### config.mk
export PLATFORM = sky130hd
export DESIGN_NAME = smbus_reg_slave
export DESIGN_NICKNAME = d
export VERILOG_FILES = /design/src/rtl/smbrs_pkg.sv /design/src/rtl/smbrs_line_cond.sv /design/src/rtl/smbrs_proto.sv /design/src/rtl/smbrs_regfile.sv /design/src/rtl/smbus_reg_slave.sv
export SDC_FILE = /design/constraint.sdc
export NUM_CORES = 1
export LEC_CHECK = 0
export BUFFER_PORTS_ARGS = -buffer_cell sky130_fd_sc_hd__clkbuf_2
export CAP_MARGIN = 20
export CORE_MARGIN = 2
export CORE_UTILIZATION = 30
export CTS_CLUSTER_DIAMETER = 100
export DETAILED_ROUTE_END_ITERATION = 10
export PLACE_DENSITY_LB_ADDON = 0.15
export SYNTH_ARGS = -nofsm -noshare
export SYNTH_HDL_FRONTEND = slang
export SYNTH_SLANG_ARGS = --single-unit
### constraint.sdc
create_clock -name clk -period 2.1 [get_ports clk]
set_input_delay 0.42 -clock clk [delete_from_list [all_inputs] [get_ports clk]]
set_output_delay 0.42 -clock clk [all_outputs]
set_load 0.02 [all_outputs]
### src/rtl/smbrs_pkg.sv
package smbrs_pkg;

  typedef enum logic [2:0] {
    PH_IDLE,
    PH_RX,
    PH_ACK,
    PH_TX,
    PH_MACK,
    PH_HOLD
  } phase_t;

  typedef enum logic [1:0] {
    RL_ADDR_W,
    RL_CMD,
    RL_DATA,
    RL_ADDR_R
  } role_t;

  // Address byte: seven address bits above the direction bit (1 = read).
  function automatic logic addr_hit(input logic [7:0] b, input logic [6:0] a,
                                    input logic want_rd);
    return (b[7:1] == a) && (b[0] == want_rd);
  endfunction

  // A repeated start is only taken while the data byte has not yet begun:
  // the rising SCL before the restart may already have clocked one bit.
  function automatic logic restart_window(input logic [3:0] bits_seen);
    return bits_seen <= 4'd1;
  endfunction

  // At most one SCL rise (the one leading into the stop) may follow the data ACK.
  function automatic logic tail_clean(input logic [1:0] rises);
    return rises <= 2'd1;
  endfunction

endpackage

### src/rtl/smbrs_line_cond.sv
module smbrs_line_cond (
  input  logic clk,
  input  logic rst_n,
  input  logic scl_i,
  input  logic sda_i,
  output logic scl_hi,
  output logic sda_lvl,
  output logic scl_rise,
  output logic scl_fall,
  output logic start_ev,
  output logic stop_ev
);
  logic scl_m, scl_s, scl_p;
  logic sda_m, sda_s, sda_p;

  always_ff @(posedge clk or negedge rst_n) begin
    if (!rst_n) begin
      {scl_m, scl_s, scl_p} <= 3'b111;
      {sda_m, sda_s, sda_p} <= 3'b111;
    end else begin
      scl_m <= scl_i; scl_s <= scl_m; scl_p <= scl_s;
      sda_m <= sda_i; sda_s <= sda_m; sda_p <= sda_s;
    end
  end

  assign scl_hi   = scl_s;
  assign sda_lvl  = sda_s;
  assign scl_rise = scl_s & ~scl_p;
  assign scl_fall = ~scl_s & scl_p;
  assign start_ev = scl_s & scl_p & sda_p & ~sda_s;
  assign stop_ev  = scl_s & scl_p & ~sda_p & sda_s;
endmodule

### src/rtl/smbrs_proto.sv
module smbrs_proto
  import smbrs_pkg::*;
#(
  parameter int          NREG     = 6,
  parameter logic [6:0]  SLV_ADDR = 7'h2C,
  localparam int         IDXW     = (NREG > 1) ? $clog2(NREG) : 1
) (
  input  logic            clk,
  input  logic            rst_n,
  input  logic            scl_hi,
  input  logic            sda_lvl,
  input  logic            scl_rise,
  input  logic            scl_fall,
  input  logic            start_ev,
  input  logic            stop_ev,
  input  logic [NREG-1:0] reg_en_i,
  input  logic [7:0]      rd_data,
  output logic [IDXW-1:0] sel_idx,
  output logic            wr_en,
  output logic [7:0]      wr_data,
  output logic            sda_oe
);
  phase_t     ph;
  role_t      role;
  logic [6:0] sh;
  logic [3:0] cnt;
  logic       drv, ack_on, wr_ok;
  logic [1:0] hold_rise;
  logic [6:0] tx_q;
  logic [IDXW-1:0] cmd_q;
  logic [7:0] dat_q;

  // Named internal events
  logic [7:0] rx_byte;
  logic       byte_done, addr_ok, cmd_ok, accept, restart_ev, abort_ev, commit;

  assign rx_byte    = {sh, sda_lvl};
  assign byte_done  = (ph == PH_RX) && scl_rise && (cnt == 4'd7);
  assign addr_ok    = addr_hit(rx_byte, SLV_ADDR, role == RL_ADDR_R);
  assign restart_ev = start_ev && (ph == PH_RX) && (role == RL_DATA) && restart_window(cnt);
  assign abort_ev   = (start_ev && (ph != PH_IDLE) && !restart_ev) ||
                      (stop_ev && (ph != PH_IDLE) && (ph != PH_HOLD));
  assign commit     = stop_ev && (ph == PH_HOLD) && wr_ok && tail_clean(hold_rise);

  always_comb begin
    cmd_ok = 1'b0;
    for (int i = 0; i < NREG; i++)
      if (rx_byte == 8'(i)) cmd_ok = reg_en_i[i];
  end

  always_comb begin
    unique case (role)
      RL_CMD:  accept = cmd_ok;
      RL_DATA: accept = 1'b1;
      default: accept = addr_ok;
    endcase
  end

  always_ff @(posedge clk or negedge rst_n) begin
    if (!rst_n) begin
      ph <= PH_IDLE; role <= RL_ADDR_W; sh <= '0; cnt <= '0;
      drv <= 1'b0; ack_on <= 1'b0; wr_ok <= 1'b0; hold_rise <= '0;
      tx_q <= '0; cmd_q <= '0; dat_q <= '0;
    end else if (stop_ev) begin
      ph <= PH_IDLE; drv <= 1'b0; wr_ok <= 1'b0;
    end else if (start_ev) begin
      if (ph == PH_IDLE) begin
        ph <= PH_RX; role <= RL_ADDR_W; cnt <= '0; wr_ok <= 1'b0;
      end else if (restart_ev) begin
        role <= RL_ADDR_R; cnt <= '0;
      end else begin
        ph <= PH_IDLE; drv <= 1'b0; wr_ok <= 1'b0;
      end
    end else begin
      unique case (ph)
        PH_RX: if (scl_rise) begin
          sh <= rx_byte[6:0];
          if (cnt == 4'd7) begin
            cnt <= '0;
            if (accept) begin
              ph <= PH_ACK; ack_on <= 1'b0;
              if (role == RL_CMD)  cmd_q <= rx_byte[IDXW-1:0];
              if (role == RL_DATA) begin dat_q <= rx_byte; wr_ok <= 1'b1; end
            end else begin
              ph <= PH_IDLE;
            end
          end else begin
            cnt <= cnt + 4'd1;
          end
        end
        PH_ACK: if (scl_fall) begin
          if (!ack_on) begin
            drv <= 1'b1; ack_on <= 1'b1;
          end else begin
            ack_on <= 1'b0;
            unique case (role)
              RL_ADDR_W: begin ph <= PH_RX; role <= RL_CMD;  drv <= 1'b0; end
              RL_CMD:    begin ph <= PH_RX; role <= RL_DATA; drv <= 1'b0; end
              RL_DATA:   begin ph <= PH_HOLD; hold_rise <= '0; drv <= 1'b0; end
              default:   begin
                ph <= PH_TX; tx_q <= rd_data[6:0]; drv <= ~rd_data[7]; cnt <= 4'd1;
              end
            endcase
          end
        end
        PH_TX: if (scl_fall) begin
          if (cnt == 4'd8) begin
            drv <= 1'b0; ph <= PH_MACK;
          end else begin
            drv <= ~tx_q[6]; tx_q <= {tx_q[5:0], 1'b0}; cnt <= cnt + 4'd1;
          end
        end
        PH_MACK: if (scl_rise) begin ph <= PH_HOLD; hold_rise <= '0; end
        PH_HOLD: if (scl_rise && hold_rise != 2'd3) hold_rise <= hold_rise + 2'd1;
        default: ;
      endcase
    end
  end

  assign sel_idx = cmd_q;
  assign wr_en   = commit;
  assign wr_data = dat_q;
  assign sda_oe  = drv;

  // the pull-down only moves while SCL is low
  a_r9_sda_moves_scl_low: assert property (@(posedge clk) disable iff (!rst_n)
    !$stable(drv) |-> !$past(scl_hi));

  // rejected address byte leaves the bus released and the slave idle
  a_r3_addr_miss_idle: assert property (@(posedge clk) disable iff (!rst_n)
    (byte_done && (role == RL_ADDR_W || role == RL_ADDR_R) && !addr_ok)
      |=> (ph == PH_IDLE) && !drv);

  // rejected command byte is not acknowledged
  a_r5_bad_cmd_no_ack: assert property (@(posedge clk) disable iff (!rst_n)
    (byte_done && (role == RL_CMD) && !cmd_ok) |=> (ph == PH_IDLE) && !drv);

  // an abort never coincides with a commit and ends in idle
  a_r7_abort_idle: assert property (@(posedge clk) disable iff (!rst_n)
    abort_ev |-> !wr_en ##1 (ph == PH_IDLE));
endmodule

### src/rtl/smbrs_regfile.sv
module smbrs_regfile #(
  parameter int  NREG = 6,
  localparam int IDXW = (NREG > 1) ? $clog2(NREG) : 1
) (
  input  logic               clk,
  input  logic               rst_n,
  input  logic               wr_en,
  input  logic [IDXW-1:0]    sel_idx,
  input  logic [7:0]         wr_data,
  input  logic [NREG-1:0]    reg_en_i,
  output logic [7:0]         rd_data,
  output logic [8*NREG-1:0]  regs_o
);
  logic [7:0] q [NREG];

  for (genvar g = 0; g < NREG; g++) begin : g_reg
    always_ff @(posedge clk or negedge rst_n) begin
      if (!rst_n)                                      q[g] <= 8'h00;
      else if (wr_en && sel_idx == IDXW'(g))           q[g] <= wr_data;
    end
    assign regs_o[8*g +: 8] = q[g];
  end

  always_comb begin
    rd_data = 8'hFF;
    for (int i = 0; i < NREG; i++)
      if (sel_idx == IDXW'(i)) rd_data = q[i];
  end

  // bank contents only move on a commit
  a_r2_stable_without_commit: assert property (@(posedge clk) disable iff (!rst_n)
    !wr_en |=> $stable(regs_o));

  // a commit only ever targets an implemented, enabled register
  a_r6_commit_enabled_only: assert property (@(posedge clk) disable iff (!rst_n)
    wr_en |-> (32'(sel_idx) < NREG) && reg_en_i[sel_idx]);
endmodule

### src/rtl/smbus_reg_slave.sv
module smbus_reg_slave #(
  parameter int          NREG     = 6,
  parameter logic [6:0]  SLV_ADDR = 7'h2C
) (
  input  logic               clk,
  input  logic               rst_n,
  input  logic               scl_i,
  input  logic               sda_i,
  output logic               sda_oe_o,
  input  logic [NREG-1:0]    reg_en_i,
  output logic [8*NREG-1:0]  regs_o
);
  localparam int IDXW = (NREG > 1) ? $clog2(NREG) : 1;

  logic scl_hi, sda_lvl, scl_rise, scl_fall, start_ev, stop_ev;
  logic wr_en;
  logic [IDXW-1:0] sel_idx;
  logic [7:0] wr_data, rd_data;

  smbrs_line_cond u_cond (
    .clk(clk), .rst_n(rst_n), .scl_i(scl_i), .sda_i(sda_i),
    .scl_hi(scl_hi), .sda_lvl(sda_lvl), .scl_rise(scl_rise), .scl_fall(scl_fall),
    .start_ev(start_ev), .stop_ev(stop_ev)
  );

  smbrs_proto #(.NREG(NREG), .SLV_ADDR(SLV_ADDR)) u_proto (
    .clk(clk), .rst_n(rst_n), .scl_hi(scl_hi), .sda_lvl(sda_lvl),
    .scl_rise(scl_rise), .scl_fall(scl_fall), .start_ev(start_ev), .stop_ev(stop_ev),
    .reg_en_i(reg_en_i), .rd_data(rd_data), .sel_idx(sel_idx),
    .wr_en(wr_en), .wr_data(wr_data), .sda_oe(sda_oe_o)
  );

  smbrs_regfile #(.NREG(NREG)) u_regs (
    .clk(clk), .rst_n(rst_n), .wr_en(wr_en), .sel_idx(sel_idx), .wr_data(wr_data),
    .reg_en_i(reg_en_i), .rd_data(rd_data), .regs_o(regs_o)
  );
endmodule

* Word-level counts from Yosys, hierarchy flattened
Cells that the tools add are included.
Storage, ports and cells: bits in registers 93, input bits 10, output and inout port bits 49, word-level logic and storage cells 220
Cells by class: bitwise logic cells 15, magnitude comparators 2, mux-type cells 81, eq/ne operators 51, reduce and logical (&&, ||, !) cells 46, add/sub/neg operators 2
Operator list (count):
- 8-bit 2-to-1 mux | 6
- 4-bit 2-to-1 mux | 10
- 7-bit 2-to-1 mux | 5
- 3-bit 2-to-1 mux | 11
- 1-bit 2-to-1 mux | 28
- 2-bit 2-to-1 mux | 12
- 7-bit AND reduction | 3
- 3-bit nonzero test | 7
- 9-bit AND reduction | 2
- 8-bit by 2-bit == test with 1-bit output (second input constant) | 2
- 8-bit by 3-bit == test with 1-bit output (second input constant) | 2
- 4-bit by 1-bit != test with 1-bit output (second input constant) | 4
- 8-bit AND reduction | 2
- 1-bit logical AND | 14
- 2-bit != test (second input constant) | 7
- 7-bit case mux with 2 select lines | 1
- 3-bit by 2-bit == test with 1-bit output (second input constant) | 4
- 3-bit == test (second input constant) | 4
- 3-bit by 2-bit != test with 1-bit output (second input constant) | 4
- 4-bit by 2-bit != test with 1-bit output (second input constant) | 3
- 3-bit case mux with 4 select lines | 1
- 4-bit case mux with 3 select lines | 1
- 6-bit AND reduction | 2
- 2-bit by 1-bit != test with 1-bit output (second input constant) | 5
- 31 further kinds | 57

* Longest topological paths before layout
Gate-level depths: netlist of the first run.
depth after elaboration 14, mapped depth 8, depth with buffers taken out 7

* Modules after synthesis
Synthesis of the first run repeated with hierarchy kept, for this count alone.
Unflattened totals: cell total of the unflattened synthesis 407, area total of the unflattened synthesis 4809.6 um^2
Modules (own cells, without submodules):
- smbrs_regfile | sequential area each 1201.2 um^2, cells an instance 170, area an instance 2323.5 um^2, instances 1
- smbrs_proto | sequential area each 975.9 um^2, cells an instance 227, area an instance 2296.0 um^2, instances 1
- smbrs_line_cond | sequential area each 157.7 um^2, cells an instance 10, area an instance 190.2 um^2, instances 1

* Worst setup path after synthesis of the first run
OpenSTA, ideal clock, no wires.
path type reg-to-reg, start point reg u_cond.scl_s, in the netlist u_cond.scl_hi, end point reg u_regs.q (netlist bit u_regs.regs_o[16]), arrival 1.943 ns, slack 0.032 ns, cell stages (with the launch flop) 6, setup time 0.125 ns, data required time 1.975 ns, path buffers 0, clock period less this slack 2.068 ns, path through dfstp_2 > nand4b_2 > a2111oi_4 > nand2_2 > nor3b_4 > mux2_2
On the way: word-level cells in the longest chain between the ends 7
RTL lines:
- from (decl) | line smbrs_line_cond.sv:13 | logic scl_m, scl_s, scl_p;
- from (signal assigned) | line smbrs_line_cond.sv:21 | scl_m <= scl_i; scl_s <= scl_m; scl_p <= scl_s;
- 1-bit AND (3 in series) | line smbrs_line_cond.sv:31 | assign stop_ev = scl_s & scl_p & ~sda_p & sda_s;
- 1-bit logical AND (3 in series) | line smbrs_proto.sv:43 | assign commit = stop_ev && (ph == PH_HOLD) && wr_ok && tail_clean(hold_rise);
- 1-bit logical AND | line smbrs_regfile.sv:19 | else if (wr_en && sel_idx == IDXW'(g)) q[g] <= wr_data;
- to (signal, indexed assignment) | line smbrs_regfile.sv:19
- to (decl) | line smbrs_regfile.sv:14 | logic [7:0] q [NREG];
No other way between the ends. A chain may end at the register's enable or synchronous reset.

* Worst setup path after layout of the first run
start point reg u_proto.cnt[1], end point reg u_proto.ph[0]
On the way: word-level cells in the longest chain between the ends 4, elaborated cells between the ends (all ways) 8, classes of those cells 1 x order compare; 5 x eq/ne; 2 x reduce/logical
RTL lines:
- from (decl) | line smbrs_proto.sv:26 | logic [3:0] cnt;
- from (signal assigned) | line smbrs_proto.sv:88 | cnt <= cnt + 4'd1;
- from (signal assigned) | line smbrs_proto.sv:110 | drv <= ~tx_q[6]; tx_q <= {tx_q[5:0], 1'b0}; cnt <= cnt + 4'd1;
- 4-bit by 1-bit <= comparator with 1-bit output | line smbrs_pkg.sv:28 | return bits_seen <= 4'd1;
- 1-bit logical AND | line smbrs_proto.sv:40 | assign restart_ev = start_ev && (ph == PH_RX) && (role == RL_DATA) && restart_window(cnt);
- 4-bit != test (no source line)
- 9-bit AND reduction (no source line) (*)
- to (signal assigned) | line smbrs_proto.sv:61 | ph <= PH_IDLE; role <= RL_ADDR_W; sh <= '0; cnt <= '0;
- to (signal assigned) | line smbrs_proto.sv:65 | ph <= PH_IDLE; drv <= 1'b0; wr_ok <= 1'b0;
- to (signal assigned) | line smbrs_proto.sv:68 | ph <= PH_RX; role <= RL_ADDR_W; cnt <= '0; wr_ok <= 1'b0;
- to (decl) | line smbrs_proto.sv:23 | phase_t ph;
Mark *: on every way between the ends. The rest lies on a longest branch, timed or not.

==> flow_summary.ini, run 1 <==
[layout]
regArea_um2 = 2340
final_common_cell = dfrtp_1
nets = 529
filler_cell_count = 1507
layout_common_cells = dfrtp_1 (85), mux2_2 (71), clkbuf_2 (57)
drive_above_1_share = 0.442
diodes = 0
area_growth_pct = 26.8
multi_input_area_um2 = 2320

[sta]
layout_worst_path_cycle_share = 0.985
tightest_slew_ps = 547
setup_viol = 0
slew_viol_final = 0
max_freq_ghz = 0.484
min_period_ps = 2070
fin_skew_ps = 13.7
slew_headroom = 0.635
setup_slack_ps = 32.5
hold_violations = 0

[setup_path]
crit_type = flip-flop to flip-flop
rr_endpoint = u_proto.ph[0]
reg2reg_slack_ps = 30
crit_fanout = 4
crit_start = u_proto.cnt[1]
critPathCapture = u_proto.ph[0]
endpoint_kind = flip-flop
crit_required_ps = 2350
cp-start-kind = flip-flop
rr_startpoint = u_proto.cnt[1]
reg2reg_depth = 8
arrival_ps = 2320

[cts]
cts-root-buf = clkbuf_16
clk_latency_ps = 350
cts-buffers-inserted = 9
cts_max_level = 3
cts_max_path_buffers = 2
cts_tree = yes
path_clk_slew_ps = 70
clock_sinks = 93

[detailed_routing]
wirelength_mm = 12.8
ant_nets = 0
viasPerCell = 4.96
first_pass_iters = 4
drcViolationCount = 0
post_drt_wl_per_cell_um = 17.7
drtIter0Drc = 222
vias = 3596

[yosys]
synth_cell_types = 56
synth_edf_count = 0
seq_area_frac_synth = 0.496
syn_area_per_cell_um2 = 11.6
synth-main-ff-cell = dfrtp_1
syn_area_um2 = 4710
syn-num-nets = 425
ys_warn_count = 0
synth-seq-cells = 93
synthArstFlopShare = 1.00
syn-instance-count = 405

[floorplanning]
dieArea_um2 = 16700
fp.coreArea_um2 = 15300
die_x_um = 129
start_util = 0.309
ios = 59
die_h_um = 129
placementRows = 45

[placement]
portBuffers = 58
dp_hpwl_mm = 9.56
gp_congestion = 0.820
dp_slack_ps = -25.9

[status]
outcome = completed

[grt]
grt_usage = 0.162
grt_overflow = 0
grt_pass1_wl_mm = 20.7
antenna_found_initial = 0
grt_max_degree = 41
grt_pass1_vias = 3737

[pwr]
power.leakage_nw = 2.91
irDropWorstVdd_mv = 0.695
total_power_mw = 4.63
power.density_nw_per_um2 = 776

[flow_run]
drv_cap = 0

[worst_hold_path]
hp-class = input port to flip-flop
==> Yosys cell counts (3+ instances only) <==
cell type | n | area, µm²
dfrtp_1 | 87 | 2180
mux2_2 | 71 | 800
nand2_1 | 23 | 86.3
nor2_1 | 23 | 86.3
a2bb2oi_1 | 13 | 114
nand2b_1 | 13 | 81.3
inv_1 | 12 | 45.0
mux2i_1 | 12 | 120
o21ai_0 | 11 | 55.1
a21oi_1 | 10 | 50.1
ha_1 | 10 | 125
nand3_1 | 10 | 50.1
clkbuf_1 | 9 | 33.8
o22ai_1 | 9 | 56.3
a22o_1 | 6 | 52.6
buf_2 | 6 | 30.0
dfstp_2 | 6 | 158
nor2b_1 | 6 | 37.5
nor3_1 | 5 | 25.0
nor3b_1 | 4 | 30.0
o2111ai_1 | 4 | 35.0
and2_1 | 3 | 18.8
nand3b_1 | 3 | 22.5
o211ai_1 | 3 | 22.5
o2bb2ai_1 | 3 | 26.3
or4_1 | 3 | 22.5
==> stage by stage <==
| step | std cells | utilization | TNS (ps) | cell area [µm²] | hold slack [ps] |
|---|---|---|---|---|---|
| global placement | 707 | 0.366 | 0 | 5590 | 349 |
| detailed placement | 707 | 0.366 | -94.6 | 5590 | 347 |
| floorplan | 405 | - | 0 | 4710 | 124 |
| finish | 725 | 0.391 | 0 | 5970 | 156 |
| global route | 725 | 0.391 | -61.4 | 5970 | 146 |
| CTS | 724 | 0.386 | 0 | 5890 | 137 |
==> worst max-delay path: stages (launching register included) <==
cell and delay [ps]:
dfrtp_1 410, inv_2 80, ha_2 190, and3b_2 230
o21ai_0 80, a21o_1 210, o41ai_2 390, buf_4 190
mux2i_1 190
==> final cells by class <==
type                       instances  share of cell area
tap                              211              0.0442
clock inverter                     6             0.00943
sequential                        93               0.392
multi-input combinational        283               0.389
clock buffer                      10              0.0384
inverter                          13             0.00817
timing repair buffer             109               0.120
==> report_power, final <==
group	internal [mW]	total (mW)	switching, mW
Sequential	1.90	2.05	0.142
Clock	0.825	1.59	0.761
Combinational	0.484	1.00	0.516
==> metal layers <==
layer  global-route usage  routed length (µm)
met1                0.233                6330
met2                0.248                5930
met3               0.0264                 403
met4               0.0531                 176
met5                    0                   0
==> logic make-up (layout without fill, tap and decap cells) <==
group / count (synthesis) / after routing / synth area share
buffers and inverters: 29 / 138 / 0.0247
muxes: 83 / 83 / 0.195
xor gates and xnor gates: 3 / 3 / 0.00558
and+or+nand+nor: 109 / 109 / 0.127
AOI/OAI and AO/OA: 78 / 78 / 0.125
adders and majority gates: 10 / 10 / 0.0266
DFF: 93 / 93 / 0.496
==> what timing repair did <==
item / CTS / global route
gates resized for setup: 1 / 25
setup buffers: 0 / 1
setup endpoints to repair: 6 / 23
hold buffers: 1 / 0
hold endpoints to repair: 22 / 0
pin swaps: 1 / 8
==> worst min path at each step <==
stage,cells after the start,end,start
after global placement,0,u_cond.scl_hi,u_cond.scl_m
after detailed placement,0,u_cond.sda_lvl,u_cond.sda_m
after floorplan,0,u_proto.ack_on,rst_n
after global routing,1,u_cond.sda_m,sda_i
final,1,u_cond.scl_m,scl_i
after CTS,1,u_cond.scl_m,scl_i
==> sequential cells by signal, summed over array words and instances (netlist names), 2 cells and up <==
register	flops
u_regs.regs_o	48
u_proto.sel_idx	3
u_proto.wr_data	8
u_proto.cnt	4
u_proto.hold_rise	2
u_proto.tx_q	7
u_proto.role	2
u_proto.sh	7
u_proto.ph	3
(Power assumes the default switching activity.)
==> run 2, diff against run 1 <==
--- a/config.mk
+++ b/config.mk
@@ -8,7 +8,7 @@
 export BUFFER_PORTS_ARGS = -buffer_cell sky130_fd_sc_hd__clkbuf_2
 export CAP_MARGIN = 20
 export CORE_MARGIN = 2
-export CORE_UTILIZATION = 30
+export CORE_UTILIZATION = 52
 export CTS_CLUSTER_DIAMETER = 100
 export DETAILED_ROUTE_END_ITERATION = 10
 export PLACE_DENSITY_LB_ADDON = 0.15
==> run 2 against run 1 <==
Effect of this change: clock skew grew 1.4 ps; global-route usage increased by 8.5 points; clock power down 20%; hold slack worse by 150 ps; design area decreased by 3.6%; power shrank 7.6%; largest power group unchanged; register-to-register slack improved by 30 ps.
==> flow_summary.ini, run 2 (same netlist as run 1, synthesis figures left out) <==
[cts]
cts-buffers-inserted = 9
cts_hold_buf = 0
path_clk_slew_ps = 110
cts_max_path_buffers = 2
clk_latency_ps = 360
cts_tree = yes
cts_max_level = 3
clock_sinks = 93
cts-root-buf = clkbuf_8

[layout]
multi_input_area_um2 = 2300
area_growth_pct = 22.2
diodes = 0
layout_common_cells = dfrtp_1 (86), mux2_2 (70), clkbuf_2 (57)
final_cells = 617
nets = 524
filler_cell_count = 704
drive_above_1_share = 0.422
final_common_cell = dfrtp_1
largest_reg_flops = 48
regArea_um2 = 2340

[pwr]
irDropWorstVdd_mv = 0.522
power.density_nw_per_um2 = 744
power.leakage_nw = 2.86

[sta]
fin_skew_ps = 15.1
slew_headroom = 0.688
rsz0062_at_grt = yes
layout_worst_path_cycle_share = 0.969
setup_viol = 0
tightest_slew_ps = 468
min_period_ps = 2030
hold_violations = 0
setup_slack_ps = 65.8
slew_viol_final = 0
max_freq_ghz = 0.492

[setup_path]
endpoint_kind = flip-flop
crit_buf_inv = 3
arrival_ps = 2270
rr_startpoint = u_cond.sda_lvl
crit_start = u_cond.sda_lvl
max_stage_delay_ps = 570
crit_fanout = 9
crit_type = flip-flop to flip-flop
crit_chain = buf_6 > buf_4 > xnor2_1 > a41o_1 > and3b_1 > nand2_1 > buf_12 > mux2_2
critPathTopFamily = flip-flops
crit_required_ps = 2340
slowest_stage = dfstp_2
cp-start-kind = flip-flop

[detailed_routing]
drtIter0Drc = 226
wirelength_mm = 11.6
ant_nets = 0
post_drt_wl_per_cell_um = 18.7
drcViolationCount = 0
vias = 3622
viasPerCell = 5.87
first_pass_iters = 4

[grt]
grt_max_degree = 35
grt_pass1_vias = 3571
grt_pass1_wl_mm = 18.9
grt_usage = 0.246
grt_overflow = 0
antenna_found_initial = 0

[placement]
gp_congestion = 0.989
dp_hpwl_mm = 8.37
portBuffers = 58
dp_slack_ps = -12.7
dp.cells = 597

[floorplanning]
start_util = 0.537
die_h_um = 99.2
fp.coreArea_um2 = 8760
ios = 59
dieArea_um2 = 9830
placementRows = 34
die_x_um = 99.2

[flow_run]
drv_cap = 0

[worst_hold_path]
hp-class = input port to asynchronous set/reset pin

[status]
outcome = completed
## run 2: area by class of cell
cell class | instances | share of cell area
clock inverter | 7 | 0.0159
inverter | 13 | 0.00848
tap | 108 | 0.0235
sequential | 93 | 0.406
multi-input combinational | 283 | 0.399
timing repair buffer | 104 | 0.125
clock buffer | 9 | 0.0215
## run 2: worst paths after layout
path                                      endpoint  slack (ps)  cells past startpoint
worst max-delay path            u_proto.wr_data[0]          70                      8
worst min-delay path              u_regs.regs_o[7]           3                      1
worst max register to register  u_proto.wr_data[0]          70                      8
max in group asynchronous          u_proto.tx_q[0]        1560                      2
min in group clk                      u_cond.sda_m         140                      1
worst min register to register      u_cond.sda_lvl         360                      0
## run 2: stage by stage
stage               instance area, µm²  TNS [ps]   util  total power [mW]  hold slack (ps)
finish                            5750         0  0.656              4.28             3.13
CTS                               5680         0  0.648              4.27             2.89
detailed placement                5460     -16.6  0.623              2.99              351
global placement                  5460         0  0.623              2.97              357
global route                      5750      -145  0.656              4.51             12.8
floorplan                         4710         0      -              2.59              124
## run 2: metal layers
layer  global-route usage  up-vias  part of all wire
li1                     -     1679                 -
met1                0.373     1814              0.47
met2                0.362      114              0.45
met3               0.0429       15             0.058
met4               0.0822        0             0.016
met5                    0        -                 0
## run 2: what timing repair did
item                       4_1_cts  5_1_grt
resized for setup                2       14
pin swaps                        1        5
setup endpoints to repair       10       18
gates cloned                     0        0
setup buffers                    0        4
## run 2: power breakdown
part | internal, mW | switching (mW)
sequential | 1.90 | 0.140
clock | 0.580 | 0.694
combinational | 0.471 | 0.491
==> run 3, diff against run 2 <==
--- a/config.mk
+++ b/config.mk
@@ -8,7 +8,7 @@
 export BUFFER_PORTS_ARGS = -buffer_cell sky130_fd_sc_hd__clkbuf_2
 export CAP_MARGIN = 20
 export CORE_MARGIN = 2
-export CORE_UTILIZATION = 52
+export CORE_UTILIZATION = 30
 export CTS_CLUSTER_DIAMETER = 100
 export DETAILED_ROUTE_END_ITERATION = 10
 export PLACE_DENSITY_LB_ADDON = 0.15
==> constraint.sdc (replaced) <==
create_clock -name clk -period 1.85 [get_ports clk]
set_input_delay 0.37 -clock clk [delete_from_list [all_inputs] [get_ports clk]]
set_output_delay 0.37 -clock clk [all_outputs]
set_load 0.02 [all_outputs]
==> run 3 against run 2 <==
Effect of this change: the flow now finishes with violations (setup timing); global-route usage decreased by 8.4 points; combinational power increased by 63%; power up 30%; maximum frequency increased by 1.5%; critical path type unchanged; critical endpoint is now u_proto.sel_idx[1].
==> flow_summary.ini, run 3 (same netlist as run 1, synthesis figures left out) <==
[cts]
cts_tree = yes
cts-root-buf = clkbuf_16
cts_max_level = 3
clock_sinks = 93
cts_max_path_buffers = 2
cts-buffers-inserted = 9
clk_latency_ps = 340
path_clk_slew_ps = 60

[status]
outcome = finished, violations left
violations = setup timing

[detailed_routing]
vias = 3795
viasPerCell = 4.92
ant_nets = 0
drtIter0Drc = 215
post_drt_wl_per_cell_um = 16.7
wirelength_mm = 12.9
first_pass_iters = 4
drcViolationCount = 0

[sta]
fin_skew_ps = 9.16
rsz0062_at_grt = yes
min_period_ps = 2000
setup_viol = 49
slew_viol_final = 0
max_freq_ghz = 0.499
layout_worst_path_cycle_share = 1.08
slew_headroom = 0.711
tightest_slew_ps = 432
setup_slack_ps = -154
hold_violations = 0

[worst_hold_path]
min_path_cells = 1
hp-class = input port to flip-flop
holdCritStartpoint = sda_i
holdPathEnd = u_cond.sda_m

[grt]
grt_usage = 0.162
grt_pass1_vias = 3803
antenna_found_initial = 0
grt_max_degree = 36
grt_overflow = 0
grt_pass1_wl_mm = 21.1

[flow_run]
drv_cap = 0

[pwr]
power.density_nw_per_um2 = 833
total_power_mw = 5.55
irDropWorstVdd_mv = 0.544
power.leakage_nw = 3.24

[layout]
post-route-util = 0.437
largest_reg_flops = 48
drive_above_1_share = 0.545
area_growth_pct = 41.5
final_common_cell = dfrtp_1
nets = 577
layout_common_cells = dfrtp_1 (87), buf_4 (74), mux2_2 (65)
diodes = 0
filler_cell_count = 1459

[placement]
portBuffers = 58
gp_congestion = 0.807
dp_hpwl_mm = 9.54

[setup_path]
rr_endpoint = u_proto.sel_idx[1]
endpoint_kind = flip-flop
reg2reg_slack_ps = -150
rr_startpoint = u_cond.sda_lvl
crit_type = flip-flop to flip-flop
arrival_ps = 2220
crit_required_ps = 2070
reg2reg_depth = 7
crit_fanout = 4
cp-start-kind = flip-flop

[floorplanning]
die_x_um = 129
ios = 59
start_util = 0.309
fp.coreArea_um2 = 15300
dieArea_um2 = 16700
placementRows = 45
die_h_um = 129
-- run 3: worst max path at each step --
| stage | from | endpoint | slack [ps] | cells after the start |
|---|---|---|---|---|
| 2_1_floorplan | u_proto.hold_rise[1] | u_regs.regs_o[16] | -210 | 7 |
| 3_3_place_gp | u_cond.scl_hi | u_proto.sel_idx[1] | -230 | 7 |
| 3_5_place_dp | u_cond.sda_lvl | u_proto.sel_idx[0] | -210 | 6 |
| 4_1_cts | u_cond.sda_lvl | u_proto.sel_idx[0] | -140 | 6 |
| 5_1_grt | u_cond.sda_lvl | u_proto.sel_idx[0] | -240 | 6 |
| 6_report | u_cond.sda_lvl | u_proto.sel_idx[1] | -150 | 7 |
-- run 3: timing repair --
item / in CTS / in global routing
hold buffers: 1 / 0
resized for setup: 46 / 44
buffers inserted: 13 / 9
endpoints found under the setup margin: 70 / 80
cloned: 0 / 1
pin swaps: 14 / 20
hold endpoints to repair: 18 / 0
-- run 3: area by class of cell --
type                    instances  area (µm²)  area share
inverters                      13        48.8     0.00732
well taps                     211         264      0.0396
flip-flops and latches         93        2330       0.350
multi-input cells             283        2560       0.385
clock buffers                  10         229      0.0344
repair buffers                157        1190       0.178
clock inverters                 5        36.3     0.00544
-- run 3: through the flow --
stage	worst slack, ps	TNS [ps]	std cells	hold WS (ps)	instance area (µm²)
global placement	-228	-6850	735	313	5870
global route	-242	-8850	772	96.5	6660
floorplan	-205	-3900	405	74.4	4750
finish	-154	-3700	772	115	6660
CTS	-138	-3470	764	101	6420
detailed placement	-210	-7000	735	315	5870
-- run 3: layer usage --
metal	vias up	GRT usage	wire [µm]
met4	0	0.0441	156
met2	55	0.258	6000
met1	1920	0.231	6440
li1	1808	-	-
met5	-	0	0
met3	12	0.0256	313
-- run 3: worst max-delay path: stages, from the launching register on --
cell	delay, ps
dfstp_2	570
buf_8	120
buf_4	100
xnor2_1	100
a41o_1	200
and3b_2	240
and3_4	220
mux2_2	340
-- run 3: where the power goes --
group          internal (mW)  leakage (nW)  switching, mW
Combinational          0.832          1.86          0.741
Sequential              2.16          1.26          0.124
Clock                  0.909         0.126          0.785
Total                   3.90          3.24           1.65
